<file path="config.mk">
export PLATFORM = sky130hd
export DESIGN_NAME = amem_acq_ctrl
export DESIGN_NICKNAME = d
export VERILOG_FILES = /design/src/rtl/amem_acq_ctrl.sv
export SDC_FILE = /design/constraint.sdc
export NUM_CORES = 1
export LEC_CHECK = 0
export CORE_ASPECT_RATIO = 1.2
export CORE_MARGIN = 4
export CORE_UTILIZATION = 65
export DETAILED_ROUTE_END_ITERATION = 6
export PLACE_DENSITY = 0.84
export SLEW_MARGIN = 20
export SYNTH_ARGS = -nofsm -noshare
export SYNTH_HDL_FRONTEND = slang
export SYNTH_SLANG_ARGS = --single-unit
</file>
<file path="constraint.sdc">
create_clock -name clk -period 11.84 [get_ports clk]
set_input_delay 2.368 -clock clk [delete_from_list [all_inputs] [get_ports clk]]
set_output_delay 2.368 -clock clk [all_outputs]
set_load 0.05 [all_outputs]
</file>
<file path="src/rtl/amem_acq_ctrl.sv">
module amem_acq_ctrl #(
  parameter int NCH   = 64,
  parameter int DEPTH = 15,
  parameter int BCW   = 12
) (
  input  logic                         clk,
  input  logic                         rst_n,
  input  logic                         acq_i,
  input  logic                         trig_i,
  input  logic                         notrig_i,
  input  logic [NCH-1:0]               hits_i,
  input  logic                         adc_done_i,
  output logic                         busy_o,
  output logic                         full_o,
  output logic [$clog2(DEPTH+1)-1:0]   ncol_o,
  output logic [$clog2(DEPTH+1)-1:0]   conv_col_o,
  output logic [NCH-1:0]               conv_hits_o,
  output logic [BCW-1:0]               conv_bcid_o
);
  localparam int CW = $clog2(DEPTH+1);

  typedef enum logic [1:0] {S_IDLE, S_ACQ, S_CONV} state_t;

  state_t          state;
  logic [CW-1:0]   ncol, conv_col;
  logic            pend;
  logic [BCW-1:0]  bcid;
  logic [NCH-1:0]  hit_mem [DEPTH];
  logic [BCW-1:0]  bc_mem  [DEPTH];

  wire full   = (ncol == CW'(DEPTH));
  wire accept = (state == S_ACQ) && acq_i && trig_i && !pend && !full;

  always_ff @(posedge clk or negedge rst_n) begin
    if (!rst_n) begin
      state    <= S_IDLE;
      ncol     <= '0;
      conv_col <= '0;
      pend     <= 1'b0;
      bcid     <= '0;
    end else begin
      case (state)
        S_IDLE: begin
          bcid     <= '0;
          pend     <= 1'b0;
          conv_col <= '0;
          if (acq_i) state <= S_ACQ;
        end
        S_ACQ: begin
          bcid <= bcid + 1'b1;
          if (pend) begin
            pend <= 1'b0;
            if (!notrig_i) ncol <= ncol + 1'b1;
          end else if (accept) begin
            pend <= 1'b1;
          end
          if (!acq_i && !pend) begin
            state    <= S_CONV;
            conv_col <= '0;
          end
        end
        S_CONV: begin
          if (ncol == '0) begin
            state <= S_IDLE;
          end else if (adc_done_i) begin
            if (conv_col == ncol - CW'(1)) begin
              state <= S_IDLE;
              ncol  <= '0;
            end else begin
              conv_col <= conv_col + 1'b1;
            end
          end
        end
        default: state <= S_IDLE;
      endcase
    end
  end

  always_ff @(posedge clk) begin
    if (accept) begin
      hit_mem[ncol] <= hits_i;
      bc_mem[ncol]  <= bcid;
    end
  end

  assign busy_o      = (state == S_CONV);
  assign full_o      = full;
  assign ncol_o      = ncol;
  assign conv_col_o  = conv_col;
  assign conv_hits_o = (conv_col < CW'(DEPTH)) ? hit_mem[conv_col] : '0;
  assign conv_bcid_o = (conv_col < CW'(DEPTH)) ? bc_mem[conv_col]  : '0;

  p_commit_r2: assert property (@(posedge clk) disable iff (!rst_n)
    (state == S_ACQ && pend && !notrig_i) |=> ncol_o == $past(ncol_o) + 1'b1);

  p_erase_r3: assert property (@(posedge clk) disable iff (!rst_n)
    (state == S_ACQ && pend && notrig_i) |=> $stable(ncol_o));

  p_full_hold_r4: assert property (@(posedge clk) disable iff (!rst_n)
    (state == S_ACQ && full_o) |=> ($stable(ncol_o) && full_o));

  p_busy_rise_r6: assert property (@(posedge clk) disable iff (!rst_n)
    (state == S_ACQ && !acq_i && !pend) |=> busy_o);

  p_empty_pulse_r7: assert property (@(posedge clk) disable iff (!rst_n)
    (busy_o && ncol_o == '0) |=> !busy_o);

  p_wait_done_r8: assert property (@(posedge clk) disable iff (!rst_n)
    (busy_o && ncol_o != '0 && !adc_done_i) |=> ($stable(conv_col_o) && busy_o));

  p_clear_r9: assert property (@(posedge clk) disable iff (!rst_n)
    $fell(busy_o) |-> (ncol_o == '0));
endmodule

</file>
==> metrics.csv <==
stage,metric,value,unit
synth,synthFlopType,edfxtp_1,
critical_path,critPathMostFrequentCell,buf_4,
final_layout,fin_cells,3324,
synth,synth_edf_count,1140,
routing,dr.first_iter.drc_count,3067,
synth,synth_nets,2229,
clock_network,hold_buffers,0,
synth,async_flop_share,1.98,%
timing,relSlewSlack,22.2,%
grt,grt_first_pass_wirelength,154000,microns
clock_network,cts-root-buf,clkbuf_16,
grt,grt_max_degree,207,
critical_path,path_buf_inv,4,
critical_path,cp_top_family,buffers and inverters,
place,place_ws,4150,ps
routing,routed_wirelength,104000,microns
routing,drc,0,
grt,grt_pass1_vias,23687,
synth,syn_avg_cell_area,20.8,sq um
critical_path,path_cells,buf_4 -> buf_4 -> buf_4 -> mux4_2 -> mux2i_1 -> o21ai_0 -> clkdlybuf4s50_1,
final_layout,area_growth,13.1,%
final_layout,fin_util,74.1,%
timing,fmax,0.121,GHz
clock_network,post-cts-setup-buffers,0,
outcome,outcome,"finished, final reports clean",
critical_path,startpoint_type,flop,
synth,synth_adder_area_share,0.196,%
place,dp_hpwl,48300,microns
timing,tns,0,ps
floorplan,fp.dieW,248,microns
timing,slew_violations,0,
timing,setup_ws,3550,ps
synth,ys_seq_elements,1163,
timing,fin_skew,33.6,ps
timing,rsz0062_at_grt,no,
critical_path,endpoint_kind,primary output,
synth,ys_top_cells_by_count,"edfxtp_1, mux4_2, o21ai_0, mux2i_1, nand2_1",
synth,synth_mux_area_share,14.3,%
place,placed_cell_area,47200,sq um
timing,hold_viol_final,0,
place,gp_congestion,0.775,
clock_network,cts_inserted_buffers,104,
clock_network,cts_resized,0,
pwr,p_per_area,184,nW/um^2
timing,setup_viol,0,
synth,synth_top_area_cell,edfxtp_1,
critical_path,slowest_delay,910,ps
clock_network,path_clk_slew,60,ps
place,placed_cells,3126,
synth,netlist.area_leader.share,76.5,%
routing,first_pass_iters,6,
floorplan,io_pins,156,
timing,worstMarginPinSlew,1170,ps
critical_path,worst_ep_required_time,9470,ps
critical_path,crit_path_top_delay_cell,buf_4,
clock_network,cts-htree-levels,3,
grt,antenna_found_initial,5,
grt,gr-total-overflow,0,
place,port-buffer-count,155,
clock_network,numClockSinks,1163,
floorplan,initial_utilization,65.5,%
synth,synth_compound_area_share,3.71,%
critical_path,critical_path.max_fanout,50,
synth,synth-xor-area-share,0.282,%
floorplan,rows,105,
pwr,ir_worst_vdd,138,uV
floorplan,fp.dieH,295,microns
job,cap_violations,0,
synth,ys_seq_area_share,77.7,%
final_layout,layout-drive-gt1-share,18.4,%
floorplan,core_area,68300,sq um
synth,synthTopCellsByArea,"edfxtp_1, mux4_2, mux2i_1",
min_path,hold_class,reg -> reg,
routing,viasPerCell,6.81,
critical_path,criticalPathCategory,reg -> out,
floorplan,die_area,73200,sq um
routing,ant_nets,0,
grt,track_usage,28.9,%
routing,avgRoutedWirePerCell,31.2,microns
timing,period_share,70.0,%
clock_network,insertion_delay,690,ps
synth,syn_area,44800,sq um
timing,whs,634,ps
critical_path,cp.arrival,5920,ps
synth,synth_top_family_by_area,multiplexers,
synth,synthSimpleGateAreaFrac,2.38,%
final_layout,nNetsFinal,2400,
pwr,power.total,9.30,mW
synth,ys_types,47,
clock_network,cts_tree,yes,
final_layout,finalInstanceArea,50700,sq um
routing,vias,22646,
synth,yosysMostFrequentCell,edfxtp_1,
synth,yosysWarnings,0,
clock_network,cts_buffer_depth,3,
pwr,leakage,15.5,nW
synth,synth_cells,2152,
timing,min_period,8290,ps
-- path summary, 6_finish.rpt --
check,from,end,slack [ps],cells past startpoint
max in group asynchronous,rst_n,conv_col_o[0],9480,2
max,conv_col_o[0],conv_hits_o[21],3550,7
min,pend,pend,630,2
min in group asynchronous,rst_n,bcid[10],2060,2
max reg2reg,state[1],hit_mem[11][25],7950,6
min reg2reg,pend,pend,630,2
-- area by class of cell --
| class | count | area [sq um] |
|---|---|---|
| Inverter | 5 | 18.8 |
| Multi-Input combinational cell | 864 | 9400 |
| Tap cell | 909 | 1140 |
| Antenna cell | 5 | 12.5 |
| Timing Repair Buffer | 185 | 1800 |
| Clock buffer | 133 | 2810 |
| Sequential cell | 1163 | 34800 |
| Fill cell | 3597 | 17700 |
| Clock inverter | 60 | 658 |
-- report_power, final --
group / internal (mW) / switching [mW] / total [mW]
logic: 0.500 / 0.697 / 1.20
clock network: 1.94 / 1.48 / 3.42
registers: 4.60 / 0.0721 / 4.68
total: 7.05 / 2.25 / 9.30
-- cell usage in the layout (no fill, tap or decap), types with 2 or more instances in the layout --
cell type,Yosys,routed
o31ai_1,2,2
nor3_1,3,3
a22oi_1,47,47
nand2b_1,2,2
a22o_1,3,3
buf_12,0,2
clkinvlp_4,0,5
a21o_1,2,2
edfxtp_1,1140,1140
xor2_1,5,5
buf_4,19,28
a21oi_1,62,62
inv_1,5,5
clkdlybuf4s50_1,0,155
inv_6,0,2
clkbuf_1,49,23
bufinv_16,0,12
xnor2_1,5,5
and2_4,0,15
mux2_2,3,3
nor2b_1,63,61
a211oi_1,30,30
and3_1,4,4
clkinv_2,0,20
ha_1,7,7
clkinv_8,0,3
o21ai_0,128,128
clkbuf_16,0,107
mux4_2,228,228
dfrtp_4,0,4
nor3b_1,5,5
diode_2,0,5
nor2_1,13,12
nand3_1,6,6
clkinv_1,0,17
mux2i_1,123,123
clkbuf_8,0,3
dfrtp_1,23,19
nand2_1,90,90
-- kinds of logic (layout without fill, tap and decap cells) --
kind of cell    count (synthesis)  after routing
mux                           354            354
simple gates                  208            208
flops                        1163           1163
xor+xnor                       12             12
buf+inv                       125            383
other cells                     0              5
fa+ha+maj                       7              7
compound gates                283            283
-- metal layers --
layer  GRT usage, %  wire length (microns)
met3           5.03                   9440
met2           48.4                  54100
met1           38.8                  36300
met5              0                      0
met4           11.6                   3790
-- registers in the layout (all words and copies together), names as in the netlist --
signal	count
hit_mem	960
bc_mem	180
bcid	12
conv_col_o	4
ncol_o	4
state	2
pend	1
-- worst register-to-register path, stage by stage, from the launching register on --
cell and delay [ps]:
dfrtp_1 580, nand2b_1 410, nor2_1 160, nand3_1 270, nor3b_1 490, and2_4 630
buf_4 880
Power figures use the tool's default switching activity.
